==> config.mk <==
export PLATFORM = sky130hd
export DESIGN_NAME = dtack_waitgen
export DESIGN_NICKNAME = d
export VERILOG_FILES = /design/src/rtl/dtack_pkg.sv /design/src/rtl/dtack_shift_chain.sv /design/src/rtl/dtack_tap_select.sv /design/src/rtl/dtack_waitgen.sv
export SDC_FILE = /design/constraint.sdc
export NUM_CORES = 1
export LEC_CHECK = 0
export BUFFER_PORTS_ARGS = -buffer_cell sky130_fd_sc_hd__buf_2
export CAP_MARGIN = 10
export CORE_AREA = 2 2 39 41
export CTS_CLUSTER_DIAMETER = 80
export CTS_CLUSTER_SIZE = 24
export DETAILED_ROUTE_END_ITERATION = 12
export DIE_AREA = 0 0 41 43
export GPL_ROUTABILITY_DRIVEN = 0
export PLACE_DENSITY_LB_ADDON = 0.2
export SLEW_MARGIN = 40
export SYNTH_ARGS = -nofsm -noshare
export SYNTH_HDL_FRONTEND = slang
export SYNTH_SLANG_ARGS = --single-unit
==> constraint.sdc <==
create_clock -name clk -period 1.8 [get_ports clk]
set_clock_uncertainty 0.2 [all_clocks]
set_input_delay 0.09 -clock clk [delete_from_list [all_inputs] [get_ports clk]]
set_output_delay 0.09 -clock clk [all_outputs]
set_load 0.01 [all_outputs]
==> src/rtl/dtack_pkg.sv <==
package dtack_pkg;
    parameter int unsigned DEF_N_SEL  = 8;
    parameter int unsigned DEF_MAX_WS = 7;

    typedef struct packed {
        logic ack;
    } ack_state_t;
endpackage

==> src/rtl/dtack_shift_chain.sv <==
module dtack_shift_chain #(
    parameter int unsigned MAX_WS = dtack_pkg::DEF_MAX_WS,
    localparam int unsigned STAGES = MAX_WS + 1
) (
    input  logic              clk,
    input  logic              as_n,
    output logic [STAGES-1:0] tap_q,
    output logic [STAGES-1:0] tap_d
);
    // ones enter at stage 0 and walk upward while the strobe is low
    always_comb begin
        if (as_n) tap_d = '0;
        else      tap_d = (tap_q << 1) | STAGES'(1);
    end

    always_ff @(posedge clk) begin
        tap_q <= tap_d;
    end

    p_idle_clear_r4: assert property (@(posedge clk) as_n |=> (tap_q == '0));
    p_first_edge_r1: assert property (@(posedge clk) !as_n |=> tap_q[0]);
    p_thermo_r2:     assert property (@(posedge clk) !as_n |=> (((tap_q >> 1) & ~tap_q) == '0));
endmodule

==> src/rtl/dtack_tap_select.sv <==
module dtack_tap_select #(
    parameter int unsigned N_SEL  = dtack_pkg::DEF_N_SEL,
    parameter int unsigned MAX_WS = dtack_pkg::DEF_MAX_WS,
    parameter int unsigned WS_TABLE [N_SEL] = '{0, 1, 2, 3, 4, 5, 6, 7},
    localparam int unsigned STAGES = MAX_WS + 1
) (
    input  logic [STAGES-1:0] tap,
    input  logic [N_SEL-1:0]  cs,
    output logic              hit
);
    logic [N_SEL-1:0] gated;

    for (genvar i = 0; i < N_SEL; i++) begin : g_sel
        localparam int unsigned WS_I = (WS_TABLE[i] > MAX_WS) ? MAX_WS : WS_TABLE[i];
        assign gated[i] = cs[i] & tap[WS_I];
    end

    assign hit = |gated;
endmodule

==> src/rtl/dtack_waitgen.sv <==
module dtack_waitgen #(
    parameter int unsigned N_SEL  = dtack_pkg::DEF_N_SEL,
    parameter int unsigned MAX_WS = dtack_pkg::DEF_MAX_WS,
    parameter int unsigned WS_TABLE [N_SEL] = '{0, 1, 2, 3, 4, 5, 6, 7}
) (
    input  logic             clk,
    input  logic             as_n,
    input  logic [N_SEL-1:0] cs,
    output logic             ack_n
);
    import dtack_pkg::*;

    localparam int unsigned STAGES = MAX_WS + 1;

    logic [STAGES-1:0] tap_q;
    logic [STAGES-1:0] tap_d;
    logic              hit_d;
    ack_state_t        st_d;
    ack_state_t        st_q;

    dtack_shift_chain #(.MAX_WS(MAX_WS)) u_chain (
        .clk   (clk),
        .as_n  (as_n),
        .tap_q (tap_q),
        .tap_d (tap_d)
    );

    // selects are matched against the taps the coming edge will load
    dtack_tap_select #(
        .N_SEL    (N_SEL),
        .MAX_WS   (MAX_WS),
        .WS_TABLE (WS_TABLE)
    ) u_sel (
        .tap (tap_d),
        .cs  (cs),
        .hit (hit_d)
    );

    always_comb begin
        st_d = st_q;
        if (as_n) st_d.ack = 1'b0;
        else      st_d.ack = st_q.ack | hit_d;
    end

    always_ff @(posedge clk) begin
        st_q <= st_d;
    end

    assign ack_n = ~st_q.ack;

    p_idle_high_r4: assert property (@(posedge clk) as_n |=> ack_n);
    p_release_r6:   assert property (@(posedge clk) as_n |=> ack_n);
    p_hold_r7:      assert property (@(posedge clk) (!as_n && !ack_n) |=> !ack_n);
    p_no_sel_r5:    assert property (@(posedge clk) (!as_n && ack_n && (cs == '0)) |=> ack_n);
    p_zero_ws_r1:   assert property (@(posedge clk) (!as_n && cs[0]) |=> !ack_n);
endmodule

==> flow_summary.ini, run 1 <==
[routing]
wl_per_cell_um = 8.89
drt_iter0_markers = 0
drc = 0
ant_nets = 0
vias = 213
firstDrtPassIters = 1
routed_wl_um = 498
viasPerCell = 3.80

[floorplanning]
io_pins = 11
fp.dieArea_sq_mm = 0.00176
rows = 14
die_w_um = 41
die_y_um = 43
start_util_pct = 18.4
core-area_sq_mm = 0.00138

[worst_setup_path]
crit_path_end_kind = flop
critical_path_required_ns = 1.73
cp-start-kind = primary input
worstPathMaxFanout = 1
ff2ff_setup_slack_ns = 0.39
arrival_ns = 1.51
criticalPathCategory = primary input to flop

[clock_network]
ctsHoldBuffers = 6
cts_setup_buffers = 0
cts_buffers = 3
insertion_delay_ns = 0.25
cts_tree = done
cts_root_buf = clkbuf_4
clockBufferDepth = 2
clkTransAtPathRegs_ns = 0.05
htree_levels = 1
numClockSinks = 8
ctsResizeCount = 0

[sta]
hold_viol = 1
drv_slew = 0
clock.fmax_mhz = 634
holdWs_ns = -0.000546
tightest_slew_ns = 0.196
timing.final.crit_share_pct = 87.6
layout_min_cycle_time_ns = 1.58
slew_headroom_pct = 86.9
setup_viol = 0
fin_setup_tns_ns = 0
rsz0062_at_grt = no

[layout]
fin_util_pct = 29.4
area_delta_synth_final_pct = 60.1
antenna_cells = 0
fillCellCount = 152
nets = 52
drive_gt1_share_pct = 37.5

[power]
p_leak_nw = 0.184
cellPowerDensity_mw_per_mm2 = 870
p_switching_mw = 0.0710
intPower_mw = 0.283
ir_drop_mv = 0.264
comb_power_share_pct = 10.0
clockPowerShare_pct = 37.4
seqPwrFrac_pct = 52.6
sw_frac_of_total_pct = 20.1

[place]
io_buffer_count = 10
dp_hpwl_um = 375

[synthesis]
syn-mean-instance-area_sq_um = 12.1
synth_top_family_by_area = compound AO/OA/AOI/OAI gates
synthesis.area_sq_um = 254
synth_xor_area_share_pct = 0
ys_warn_count = 0
syn_nets = 31
muxShareOfSynthArea_pct = 0
synthSimpleGateAreaFrac_pct = 16.3
ys_ff_latch = 8
synth_cells = 21
ys_types = 9
synthAdderAreaFrac_pct = 0
synth_compound_area_share_pct = 17.7
seq_area_frac_synth_pct = 63.1

[global_routing]
antenna_found_initial = 0
grt.overflow.total = 0
grtUsageTotal_pct = 7.67
grt_pass1_wl_um = 793
grt_pass1_vias = 207
grt_max_degree = 9

[hold_path]
worstHoldPathType = primary input to flop

[run_status]
status = finished with violations
violations = hold timing

[job]
maxCapViolations = 0
metal layers:
metal / part of all wire [%] / wire [um] / global-route usage (%)
met1: 46 / 228 / 7.84
met2: 51 / 252 / 9.69
met3: 3.4 / 17 / 3.14
met4: 0 / 0 / 10.0
met5: 0 / 0 / 0
path summary, 6_finish.rpt:
kind         depth (start not counted)        startpoint          endpoint
min reg2reg                          1  u_chain.tap_q[0]  u_chain.tap_q[1]
max reg2reg                          3  u_chain.tap_q[0]              st_q
max                                  5             cs[6]              st_q
min                                  3             cs[2]              st_q
logic make-up after synthesis:
group / count (synthesis)
AO/OA/AOI/OAI: 5
buffers and inverters: 2
flip-flops: 8
AND/OR/NAND/NOR: 6
area by class of cell:
cell class                 instances  area [sq um]  share of cell area [%]
sequential                         8           160                    39.4
multi-input combinational         11          86.3                    21.2
clock buffer                       3          22.5                    5.54
timing repair buffer              16           110                    27.1
tap                               16          20.0                    4.92
inverter                           2          7.51                    1.85
critical path, cell delays in order:
cell and delay (ns):
dlygate4sd3_1 0.53, buf_2 0.12, a22oi_1 0.12, dlygate4sd3_1 0.57, a31oi_1 0.07
metrics by stage:
stage | cells | hold slack [ns] | worst slack (ns) | cell area [sq um] | power (mW)
5_1_grt | 56 | 0.00380 | 0.199 | 407 | 0.380
2_1_floorplan | 21 | -0.0535 | 0.674 | 254 | 0.200
4_1_cts | 56 | 0.00246 | 0.235 | 407 | 0.362
6_report | 56 | -0.000546 | 0.223 | 407 | 0.354
3_3_place_gp | 47 | 0.128 | 0.653 | 324 | 0.215
3_5_place_dp | 47 | 0.136 | 0.613 | 324 | 0.216
power groups by stage:
stage	Combinational (mW)	Sequential (mW)	Clock, mW
after floorplan	0.0106	0.189	0
after global placement	0.0253	0.190	0
after detailed placement	0.0258	0.190	0
after CTS	0.0361	0.186	0.140
after global routing	0.0392	0.187	0.154
final	0.0355	0.186	0.132
sequential cells by signal, indices dropped and copies added (netlist names):
register       flops
u_chain.tap_q      7
st_q               1
cells in the final DEF, fill, tap and decap left out, types with 2 or more instances in the layout:
cell	netlist	routed
clkbuf_4	0	3
dlygate4sd3_1	0	6
inv_1	2	2
a22oi_1	2	2
dfxtp_1	8	8
nor2b_1	4	4
buf_2	0	10
synthesized netlist by cell type, drive strengths merged:
| cell | instances | share of area [%] |
|---|---|---|
| a211o | 1 | 3.4 |
| a221oi | 1 | 5.9 |
| a22oi | 2 | 5.9 |
| a31oi | 1 | 2.5 |
| and2b | 1 | 3.0 |
| dfxtp | 8 | 63 |
| inv | 2 | 3.0 |
| nor2b | 5 | 13 |
(Power assumes the default switching activity.)
==> run 2: changes to the inputs <==
- SYNTH_HIERARCHICAL: default -> 1
==> flow_summary.ini, run 2 <==
[power]
p_leak_nw = 0.163
cellPowerDensity_mw_per_mm2 = 971
power_mw = 0.350
ir_drop_mv = 0.496

[layout]
fillCellCount = 157
layout_common_cells = 10 x buf_2, 8 x dfxtp_1, 7 x nor2b_1, 4 x a22oi_1, 3 x clkbuf_4
final_cells = 53
area_delta_synth_final_pct = 39.8
fin_util_pct = 26.0
drive_gt1_share_pct = 35.1
fin_area_sq_um = 360
reg.largest.list = u_chain/tap_q: 7 flops, st_q: 1 flops
nets = 49
final_common_cell = buf_2
regMostFlops = u_chain/tap_q
antenna_cells = 0
largest_reg_flops = 7

[sta]
setup_viol = 0
postLayoutSetupSlackWorst_ns = 0.315
hold_viol = 0
drv_slew = 0
tightest_slew_ns = 0.203
rsz0062_at_grt = no
slew_headroom_pct = 86.5
timing.final.crit_share_pct = 82.5
fin_setup_tns_ns = 0
layout_min_cycle_time_ns = 1.48
clock.fmax_mhz = 674
holdWs_ns = 0.00782

[clock_network]
clkTransAtPathRegs_ns = 0.05
cts_setup_buffers = 0
insertion_delay_ns = 0.25
cts_tree = done
numClockSinks = 8
cts_buffers = 3
clockBufferDepth = 2
cts_root_buf = clkbuf_4
htree_levels = 1

[routing]
routed_wl_um = 562
vias = 208
drc = 0
wl_per_cell_um = 10.6
viasPerCell = 3.92
drt_iter0_markers = 2
ant_nets = 0
firstDrtPassIters = 2

[floorplanning]
core-area_sq_mm = 0.00138
io_pins = 11
die_y_um = 43
rows = 14
fp.dieArea_sq_mm = 0.00176
die_w_um = 41
start_util_pct = 18.6

[place]
io_buffer_count = 10
placedCellCount = 49
post_dp_cell_area_sq_um = 328
pre_cts_slack_ns = 0.529
dp_hpwl_um = 416

[hold_path]
worstHoldPathType = primary input to flop

[worst_setup_path]
cpMaxStageDelayCell = dlygate4sd3_1
critical_path_required_ns = 1.75
criticalPathCategory = primary input to flop
critPathMaxStageDelay_ns = 0.52
arrival_ns = 1.43
crit_path_end_kind = flop
worstPathMaxFanout = 9
cp-start-kind = primary input
cp_cell_sequence = dlygate4sd3_1 > buf_2 > nor2b_1 > a22oi_1 > nand4_1 > o21ba_1

[run_status]
status = complete, no violations

[global_routing]
grt_pass1_wl_um = 910
grt_max_degree = 10
grt_pass1_vias = 224
antenna_found_initial = 0
grt.overflow.total = 0
grtUsageTotal_pct = 9.05

[synthesis]
synth_cells = 23
ys_warn_count = 6
synthesis.area_sq_um = 258
syn_nets = 33
syn-mean-instance-area_sq_um = 11.2

[job]
maxCapViolations = 0
run 2: area by class of cell:
cell class / instances / area [sq um] / share of cell area [%]
Inverter: 2 / 7.51 / 2.08
Tap cell: 16 / 20.0 / 5.56
Clock buffer: 3 / 22.5 / 6.25
Timing Repair Buffer: 11 / 60.1 / 16.7
Multi-Input combinational cell: 13 / 90.1 / 25.0
Sequential cell: 8 / 160 / 44.4
run 2: routing by layer:
layer | vias up | wire length, um | GRT usage, %
li1 | 106 | - | -
met1 | 90 | 248 | 8.06
met2 | 10 | 253 | 11.9
met3 | 2 | 51 | 7.85
met4 | 0 | 8 | 8.00
met5 | - | 0 | 0
run 2: timing repair:
item | CTS | global route
hold buffers | 1 | 0
hold endpoints to repair | 7 | 0
gates resized for setup | 0 | 0
run 2: report_power, final:
group | total, mW | internal [mW] | switching, mW
clock | 0.136 | 0.0762 | 0.0602
combinational | 0.0279 | 0.0159 | 0.0120
sequential | 0.186 | 0.184 | 0.00167
run 2: worst paths after layout:
kind         cells past startpoint  slack, ns              from               end
min reg2reg                      1       0.26  u_chain/tap_q[0]  u_chain/tap_q[1]
max                              6       0.32              as_n              st_q
max reg2reg                      4       0.53  u_chain/tap_q[2]              st_q
min                              4      0.008             cs[6]              st_q
run 2: worst max-delay path, delay by kind of cell:
family	cells	cell delay, ns
buffers and inverters	2	0.71
AO/OA/AOI/OAI	2	0.40
AND/OR/NAND/NOR	2	0.22
==> run 3: changes to the inputs <==
- ABC_AREA: default -> 1
- clock period: 1.8 -> 1.3 ns (I/O delays scaled with it)
==> flow_summary.ini, run 3 <==
[sta]
setup_viol = 0
hold_viol = 0
postLayoutSetupSlackWorst_ns = 0.0400
drv_slew = 0
tightest_slew_ns = 0.207
layout_min_cycle_time_ns = 1.26
rsz0062_at_grt = no
holdWs_ns = 0.0232
slew_headroom_pct = 86.2
timing.final.crit_share_pct = 96.9
clock.fmax_mhz = 794
fin_setup_tns_ns = 0

[worst_setup_path]
criticalPathCategory = flop to flop
cpMaxStageDelayCell = dlygate4sd3_1
worstPathMaxFanout = 2
worstReg2RegStart = u_chain/tap_q[1]
ff2ff_setup_slack_ns = 0.04
critPathMaxStageDelay_ns = 0.56
crit_path_end_kind = flop
cp_cell_sequence = inv_1 > nor2_1 > dlygate4sd3_1
cp-start-kind = flop
critical_path_required_ns = 1.29
arrival_ns = 1.25
r2r.worst_path.cells = 3
timing.rr.end = u_chain/tap_q[2]

[global_routing]
grt_pass1_vias = 286
grt_max_degree = 10
grt_pass1_wl_um = 1130
antenna_found_initial = 0
grtUsageTotal_pct = 10.1
grt.overflow.total = 0

[routing]
ant_nets = 0
wl_per_cell_um = 7.85
vias = 295
routed_wl_um = 612
drt_iter0_markers = 2
viasPerCell = 3.78
drc = 0
firstDrtPassIters = 2

[place]
io_buffer_count = 10
pre_cts_slack_ns = 0.201
dp_hpwl_um = 409
post_dp_cell_area_sq_um = 354
placedCellCount = 67

[clock_network]
cts_root_buf = clkbuf_4
clockBufferDepth = 2
numClockSinks = 8
insertion_delay_ns = 0.24
cts_buffers = 3
cts_tree = done
htree_levels = 1
cts_setup_buffers = 0
clkTransAtPathRegs_ns = 0.05

[floorplanning]
die_y_um = 43
start_util_pct = 21.3
rows = 14
die_w_um = 41
io_pins = 11
core-area_sq_mm = 0.00138
fp.dieArea_sq_mm = 0.00176

[layout]
final_cells = 78
area_delta_synth_final_pct = 59.7
drive_gt1_share_pct = 29.0
nets = 74
multiInputGateArea_sq_um = 103
reg.largest.list = u_chain/tap_q: 7 flops, st_q: 1 flops
fin_util_pct = 34.1
largest_reg_flops = 7
regMostFlops = u_chain/tap_q
fillCellCount = 170
fin_area_sq_um = 472
seqCellArea_sq_um = 160
layout_common_cells = 13 x nand2_1, 10 x buf_2, 9 x inv_1, 8 x dfxtp_1, 7 x dlygate4sd3_1
antenna_cells = 0
final_common_cell = nand2_1

[power]
ir_drop_mv = 0.515
power_mw = 0.493
cellPowerDensity_mw_per_mm2 = 1050
p_leak_nw = 0.259

[hold_path]
holdPathEnd = st_q
min_from = cs[6]
worstHoldPathType = primary input to flop
min_delay_path_depth = 7

[synthesis]
synthesis.area_sq_um = 295
ys_warn_count = 6
synth_cells = 42
syn_nets = 52
syn-mean-instance-area_sq_um = 7.03

[run_status]
status = complete, no violations

[job]
maxCapViolations = 0
==> run 3: area by class of cell <==
class	count	area share [%]
Sequential cell	8	34.0
Clock buffer	3	4.77
Tap cell	16	4.24
Timing Repair Buffer	18	28.1
Multi-Input combinational cell	24	21.8
Inverter	9	7.16
==> run 3: where the power goes <==
| part | internal [mW] | total [mW] | switching [mW] |
|---|---|---|---|
| Clock | 0.105 | 0.182 | 0.0767 |
| Combinational | 0.0289 | 0.0533 | 0.0245 |
| Sequential | 0.255 | 0.258 | 0.00297 |
==> run 3: repair_timing <==
action                                 4_1_cts  5_1_grt
gates resized for setup                      0        6
endpoints found under the hold margin        8        0
hold buffers                                 8        0
setup endpoints to repair                    0        5
==> run 3: worst max-delay path by stage <==
stage / from / end / slack (ns) / cells past startpoint
after floorplan: u_chain/tap_q[0] / st_q / 0.29 / 8
after global placement: u_chain/tap_q[4] / st_q / 0.19 / 8
after detailed placement: u_chain/tap_q[3] / st_q / 0.20 / 8
after CTS: u_chain/tap_q[3] / u_chain/tap_q[4] / 0.008 / 3
after global routing: u_chain/tap_q[4] / u_chain/tap_q[5] / 0.002 / 3
final: u_chain/tap_q[1] / u_chain/tap_q[2] / 0.04 / 3
==> run 3: routing by layer <==
layer  track usage (%)  up-vias  share of wire (%)
met5                 0        -                  0
li1                  -      159                  -
met2              13.8        6                 47
met4              6.00        0                  0
met1              11.3      130                 48
met3              6.28        0                5.1
==> run 3: worst max-delay path, delay by kind of cell (launching register included) <==
family,cells,cell delay (ns)
DFF,1,0.30
buffers and inverters,2,0.59
and+or+nand+nor,1,0.11
